**src/rtl/csq_pkg.sv**
```systemverilog
// Shared types for the carry-save feedback queue.
package csq_pkg;
    // Source selected for the first processing element.
    typedef enum logic [1:0] {
        SEL_ZERO   = 2'd0,
        SEL_BYPASS = 2'd1,
        SEL_QUEUE  = 2'd2,
        SEL_NONE   = 2'd3
    } fe_sel_e;
endpackage

```
**src/rtl/csq_cpa.sv**
```systemverilog
// Word-serial carry-propagate converter.
// Adds the sum vector, the carry vector and the carry kept from the previous word.
// Result is registered; the carry-out register is cleared by 'clear'.
// Assumes words arrive least significant word first within an operation.
module csq_cpa #(
    parameter int W = 16
) (
    input  logic         clk,
    input  logic         rst_n,
    input  logic         clear,
    input  logic         valid,
    input  logic [W-1:0] sum_v,
    input  logic [W-1:0] carry_v,
    output logic [W-1:0] conv_word,
    output logic         res_valid,
    output logic [W-1:0] res_word
);
    logic         carry_q;
    logic         cin;
    logic         cout;

    // Full-width add with the chained carry-in.
    always_comb begin
        cin = clear ? 1'b0 : carry_q;
        {cout, conv_word} = {1'b0, sum_v} + {1'b0, carry_v} + {{W{1'b0}}, cin};
    end

    // Register the result and keep the carry-out for the next word.
    always_ff @(posedge clk) begin
        if (!rst_n) begin
            carry_q   <= 1'b0;
            res_valid <= 1'b0;
            res_word  <= '0;
        end else begin
            res_valid <= valid;
            if (valid) begin
                res_word <= conv_word;
                carry_q  <= cout;
            end else if (clear) begin
                carry_q  <= 1'b0;
            end
        end
    end

    assert_result_follows_R4: assert property (@(posedge clk) disable iff (!rst_n)
        valid |=> (res_valid && res_word == $past(conv_word)));
endmodule

```
**src/rtl/csq_fifo.sv**
```systemverilog
// FIFO of converted binary words with full and empty flags.
// Assumes the controller never pushes when full nor pops when empty.
module csq_fifo #(
    parameter int W     = 16,
    parameter int DEPTH = 4
) (
    input  logic         clk,
    input  logic         rst_n,
    input  logic         push,
    input  logic         pop,
    input  logic [W-1:0] din,
    output logic [W-1:0] dout,
    output logic         full,
    output logic         empty
);
    localparam int AW = (DEPTH > 1) ? $clog2(DEPTH) : 1;
    localparam int CW = $clog2(DEPTH + 1);
    localparam logic [AW-1:0] LAST = AW'(DEPTH - 1);
    localparam logic [CW-1:0] FULL_CNT = CW'(DEPTH);

    logic [W-1:0]  mem [DEPTH];
    logic [AW-1:0] wr_ptr;
    logic [AW-1:0] rd_ptr;
    logic [CW-1:0] count;

    assign full  = (count == FULL_CNT);
    assign empty = (count == '0);
    assign dout  = mem[rd_ptr];

    // Storage write.
    always_ff @(posedge clk) begin
        if (push) mem[wr_ptr] <= din;
    end

    // Pointer and occupancy update.
    always_ff @(posedge clk) begin
        if (!rst_n) begin
            wr_ptr <= '0;
            rd_ptr <= '0;
            count  <= '0;
        end else begin
            if (push) wr_ptr <= (wr_ptr == LAST) ? '0 : wr_ptr + 1'b1;
            if (pop)  rd_ptr <= (rd_ptr == LAST) ? '0 : rd_ptr + 1'b1;
            if (push && !pop)      count <= count + 1'b1;
            else if (pop && !push) count <= count - 1'b1;
        end
    end

    assert_no_overflow_R7: assert property (@(posedge clk) disable iff (!rst_n)
        full |-> !push);
    assert_no_underflow_R8: assert property (@(posedge clk) disable iff (!rst_n)
        empty |-> !pop);
    assert_count_held_R9: assert property (@(posedge clk) disable iff (!rst_n)
        (push && pop) |=> (count == $past(count)));
endmodule

```
**src/rtl/csq_ctrl.sv**
```systemverilog
// Source selection and handshake control.
// Zero has priority at operation start; the queue is served before bypass to keep order.
module csq_ctrl
    import csq_pkg::*;
(
    input  logic    op_start,
    input  logic    in_valid,
    input  logic    fe_ready,
    input  logic    q_empty,
    input  logic    q_full,
    output fe_sel_e sel,
    output logic    in_ready,
    output logic    accept,
    output logic    push,
    output logic    pop
);
    // Choose the first element's source and derive queue strobes.
    always_comb begin
        in_ready = !q_full;
        accept   = in_valid && in_ready;
        if (op_start)                   sel = SEL_ZERO;
        else if (fe_ready && !q_empty)  sel = SEL_QUEUE;
        else if (fe_ready && in_valid)  sel = SEL_BYPASS;
        else                            sel = SEL_NONE;
        pop  = (sel == SEL_QUEUE);
        push = accept && (sel != SEL_BYPASS);
    end
endmodule

```
**src/rtl/csq_mux.sv**
```systemverilog
// Three-way source multiplexer feeding the first processing element.
// Queued words are binary, so their carry vector is driven to zero.
module csq_mux
    import csq_pkg::*;
#(
    parameter int W = 16
) (
    input  fe_sel_e      sel,
    input  logic [W-1:0] in_sum,
    input  logic [W-1:0] in_carry,
    input  logic [W-1:0] q_word,
    output logic         fe_valid,
    output logic [W-1:0] fe_sum,
    output logic [W-1:0] fe_carry
);
    // Route the selected source.
    always_comb begin
        fe_valid = 1'b1;
        fe_sum   = '0;
        fe_carry = '0;
        case (sel)
            SEL_ZERO:   ;
            SEL_BYPASS: begin fe_sum = in_sum; fe_carry = in_carry; end
            SEL_QUEUE:  fe_sum = q_word;
            default:    fe_valid = 1'b0;
        endcase
    end
endmodule

```
**src/rtl/csq_feedback_queue.sv**
```systemverilog
// Feedback stage between the last and first elements of a word-serial multiplier.
// Converts every accepted carry-save word to binary, queues it when the first
// element cannot take the word now, and bypasses it when the first element is free.
// Assumes the first element takes the zero word during op_start.
module csq_feedback_queue
    import csq_pkg::*;
#(
    parameter int W     = 16,
    parameter int DEPTH = 4
) (
    input  logic         clk,
    input  logic         rst_n,
    input  logic         op_start,
    input  logic         in_valid,
    input  logic [W-1:0] in_sum,
    input  logic [W-1:0] in_carry,
    output logic         in_ready,
    input  logic         fe_ready,
    output logic         fe_valid,
    output logic [W-1:0] fe_sum,
    output logic [W-1:0] fe_carry,
    output logic         res_valid,
    output logic [W-1:0] res_word,
    output logic         q_full,
    output logic         q_empty
);
    fe_sel_e      sel;
    logic         accept;
    logic         push;
    logic         pop;
    logic [W-1:0] conv_word;
    logic [W-1:0] q_word;

    csq_ctrl u_ctrl (
        .op_start (op_start),
        .in_valid (in_valid),
        .fe_ready (fe_ready),
        .q_empty  (q_empty),
        .q_full   (q_full),
        .sel      (sel),
        .in_ready (in_ready),
        .accept   (accept),
        .push     (push),
        .pop      (pop)
    );

    csq_cpa #(.W(W)) u_cpa (
        .clk       (clk),
        .rst_n     (rst_n),
        .clear     (op_start),
        .valid     (accept),
        .sum_v     (in_sum),
        .carry_v   (in_carry),
        .conv_word (conv_word),
        .res_valid (res_valid),
        .res_word  (res_word)
    );

    csq_fifo #(.W(W), .DEPTH(DEPTH)) u_fifo (
        .clk   (clk),
        .rst_n (rst_n),
        .push  (push),
        .pop   (pop),
        .din   (conv_word),
        .dout  (q_word),
        .full  (q_full),
        .empty (q_empty)
    );

    csq_mux #(.W(W)) u_mux (
        .sel      (sel),
        .in_sum   (in_sum),
        .in_carry (in_carry),
        .q_word   (q_word),
        .fe_valid (fe_valid),
        .fe_sum   (fe_sum),
        .fe_carry (fe_carry)
    );

    assert_zero_on_start_R2: assert property (@(posedge clk) disable iff (!rst_n)
        op_start |-> (fe_valid && fe_sum == '0 && fe_carry == '0));
    assert_queue_carry_zero_R5: assert property (@(posedge clk) disable iff (!rst_n)
        (sel == SEL_QUEUE) |-> (fe_carry == '0 && fe_sum == q_word));
    assert_bypass_empty_R6: assert property (@(posedge clk) disable iff (!rst_n)
        (sel == SEL_BYPASS) |-> (q_empty && fe_sum == in_sum && fe_carry == in_carry));
    assert_full_blocks_R7: assert property (@(posedge clk) disable iff (!rst_n)
        q_full |-> !in_ready);
endmodule

```
**config.mk**
```make
export PLATFORM = sky130hd
export DESIGN_NAME = csq_feedback_queue
export DESIGN_NICKNAME = d
export VERILOG_FILES = /design/src/rtl/csq_pkg.sv /design/src/rtl/csq_cpa.sv /design/src/rtl/csq_fifo.sv /design/src/rtl/csq_ctrl.sv /design/src/rtl/csq_mux.sv /design/src/rtl/csq_feedback_queue.sv
export SDC_FILE = /design/constraint.sdc
export NUM_CORES = 1
export LEC_CHECK = 0
export ABC_AREA = 0
export CORE_MARGIN = 2
export CORE_UTILIZATION = 46
export CTS_CLUSTER_SIZE = 25
export DETAILED_ROUTE_END_ITERATION = 8
export GPL_ROUTABILITY_DRIVEN = 0
export PLACE_DENSITY = 0.72
export SYNTH_ARGS = -nofsm -noshare
export SYNTH_HDL_FRONTEND = slang
export SYNTH_SLANG_ARGS = --single-unit
```
**constraint.sdc**
```tcl
create_clock -name clk -period 7.45 [get_ports clk]
set_clock_uncertainty 0.2 [all_clocks]
set_input_delay 1.8625 -clock clk [delete_from_list [all_inputs] [get_ports clk]]
set_output_delay 1.8625 -clock clk [all_outputs]
set_load 0.01 [all_outputs]
```
==> flow_summary.ini <==
[clock_tree]
cts_htree_levels = 3
numCtsBuffers = 9
cts_setup_buffers = 0
cts_tree = done
cts.sinks = 91
cts_hold_buf = 0
cts_resized = 0
insertion_delay_ns = 0.35
clockBufferDepth = 2
clockRootBuffer = clkbuf_8
clk_pin_slew_worst_paths_ns = 0.10

[synthesis]
syn_area_um2 = 4600
synth_top_family_by_area = compound AO/OA/AOI/OAI gates
async_flop_share_pct = 0
synth-seq-area-share_pct = 53.5
synth_xor_area_share_pct = 2.85
synth_compound_area_share_pct = 12.9
synth.distinct_cells = 53
synth_flop_cell = edfxtp_1
synth.area.mux_share_pct = 8.48
synth-edff-count = 64
yosys.area_share.simple_pct = 11.7
synth_fa_ha_area_share_pct = 7.01
synth_nets = 424
synth_top_area_share_pct = 41.7
synth.avg_cell_area_um2 = 12.7
synth_common_cells = 64 x edfxtp_1, 38 x nand2_1, 27 x dfxtp_1
yosys.cell_count.top_type = edfxtp_1
synth_seq_cells = 91
synth.area.top_cells = edfxtp_1 42%, dfxtp_1 12%, mux4_2 7.8%
syn_inst = 363
synth_warnings = 0
yosysTopAreaCell = edfxtp_1

[critical_path]
r2r_cells = 9
critPathRequiredTime_ns = 5.39
startpoint_type = input pin
path_class = input pin to primary output
cp_max_fo = 18
worstPathArrival_ns = 4.07
endpoint_kind = primary output

[die]
core_um2 = 9730
rows = 36
start_util_pct = 47.3
dieArea_um2 = 10800
ios = 90
fp.dieH_um = 104
die_w_um = 104

[sta]
finalCritPeriodShare_pct = 82.4
rsz0062_at_grt = no
slew_headroom_pct = 25.3
holdWs_ns = 0.267
period_minus_slack_ns = 6.14
maxSlewViolCount = 0
setup_viol = 0
tns_ns = 0
setup_ws_ns = 1.31
tightest_slew_ns = 1.12
fmax_ghz = 0.163
hold_viol = 0

[routing]
drc = 0
drt_iter0_drc = 142
via_per_inst = 5.54
vias = 3241
drtAntennaViolNets = 0
drt_pass1_iterations = 4
wire_per_inst_um = 19.0
routed_wl_mm = 11.1

[placed_design]
dp.cells = 569
dp_hpwl_mm = 7.76
dp_worst_setup_slack_ns = 1.32
port_buffers = 89

[global_route]
grt_max_degree = 32
globalRoute.totalOverflow = 0
grt_pass1_vias = 3354
grt_pass1_wl_mm = 18.0
antenna_found_initial = 0
grt_usage_pct = 21.7

[pwr]
cellPowerDensity_nw_per_um2 = 257
power_mw = 1.49
p_leak_nw = 2.11
irDropWorstVdd_v = 0.000188

[finish]
fillers = 834
drive_gt1_share_pct = 10.6
layoutNonFillerInstCount = 585
final_nets = 508
n_antenna_cell = 0
area_growth_pct = 25.7

[worst_hold_path]
hold_depth = 2
min_path_type = flop to flop

[job]
max-cap-violations = 0

[run_status]
status = completed
-- final cells by class --
class,instances,area (um^2),area share (%)
well taps,133,166,2.87
repair buffers,91,906,15.6
flip-flops and latches,91,2460,42.5
clock inverters,7,98.8,1.71
clock buffers,9,124,2.14
inverters,14,52.6,0.908
multi-input cells,240,1980,34.2
-- power breakdown --
part	internal, mW	switching (mW)
Sequential	0.631	0.0333
Clock	0.193	0.179
Combinational	0.220	0.233
-- per-stage QoR --
step	instance area, um^2	utilization, %
floorplan	4600	-
detailed placement	5570	57.2
finish	5790	59.5
CTS	5790	59.5
global route	5790	59.5
global placement	5570	57.2
-- worst paths after layout --
| check | startpoint | end | slack (ns) |
|---|---|---|---|
| setup / recovery | fe_ready | fe_sum[7] | 1.31 |
| hold / removal | u_cpa.res_word[11]$_SDFFE_PN0N_ | u_cpa.res_word[11]$_SDFFE_PN0N_ | 0.27 |
| setup reg to reg | u_fifo.count[0]$_SDFFE_PN0P_ | u_fifo.count[2]$_SDFFE_PN0P_ | 4.41 |
| hold reg to reg | u_cpa.res_word[11]$_SDFFE_PN0N_ | u_cpa.res_word[11]$_SDFFE_PN0N_ | 0.27 |
-- cells by family (layout without fill, tap and decap cells) --
logic type,Yosys count,count (layout)
XOR/XNOR,15,15
flip-flops,91,91
AND/OR/NAND/NOR,105,105
buffers and inverters,32,121
adder cells (fa/ha/maj),24,24
multiplexers,19,19
AO/OA/AOI/OAI,77,77
-- sequential cells by signal (all words and copies together), names as in the netlist, named ones only --
signal / cells
u_fifo.mem: 64
u_cpa.res_word: 16
u_fifo.wr_ptr: 2
u_cpa.carry_q: 1
u_cpa.res_valid: 1
u_fifo.count: 3
u_fifo.rd_ptr: 2
-- placed cells by master (no fill, tap or decap), types with 2 or more instances in the layout --
cell type and instances:
and2_1 17, a21boi_0 10, nand3_1 5, o21a_1 2, edfxtp_1 64, nor2b_1 5, nand4_1 3, xnor2_1 9
a21o_1 4, inv_6 2, clkdlybuf4s50_1 89, or3_1 4, nor2_1 13, o211a_1 2, clkbuf_8 9, a31oi_1 2
o21ai_0 10, a21oi_1 10, bufinv_16 2, ha_1 21, a22o_1 14, buf_4 2, fa_1 3, dfxtp_1 27
inv_1 14, o41ai_2 2, o2bb2ai_1 5, and3_1 7, o21bai_1 3, clkinv_2 2, nand2_1 38, mux2i_1 3
nand3b_1 2, mux4_2 16, a21oi_2 3, nand2b_1 4, xor2_1 6
-- layer usage --
layer  track usage (%)  part of all wire, %  up-vias
li1                  -                    -     1522
met1              27.7                   41     1564
met2              37.3                   51      141
met3              4.76                  6.8       14
met4              5.98                  1.5        0
met5                 0                    0        -
-- worst max-delay path: stages --
cell	delay (ns)
clkdlybuf4s50_1	0.46
nor2b_1	0.19
and2_1	0.75
a22o_1	0.26
clkdlybuf4s50_1	0.54
No activity file was read; power rests on OpenSTA's default activity.
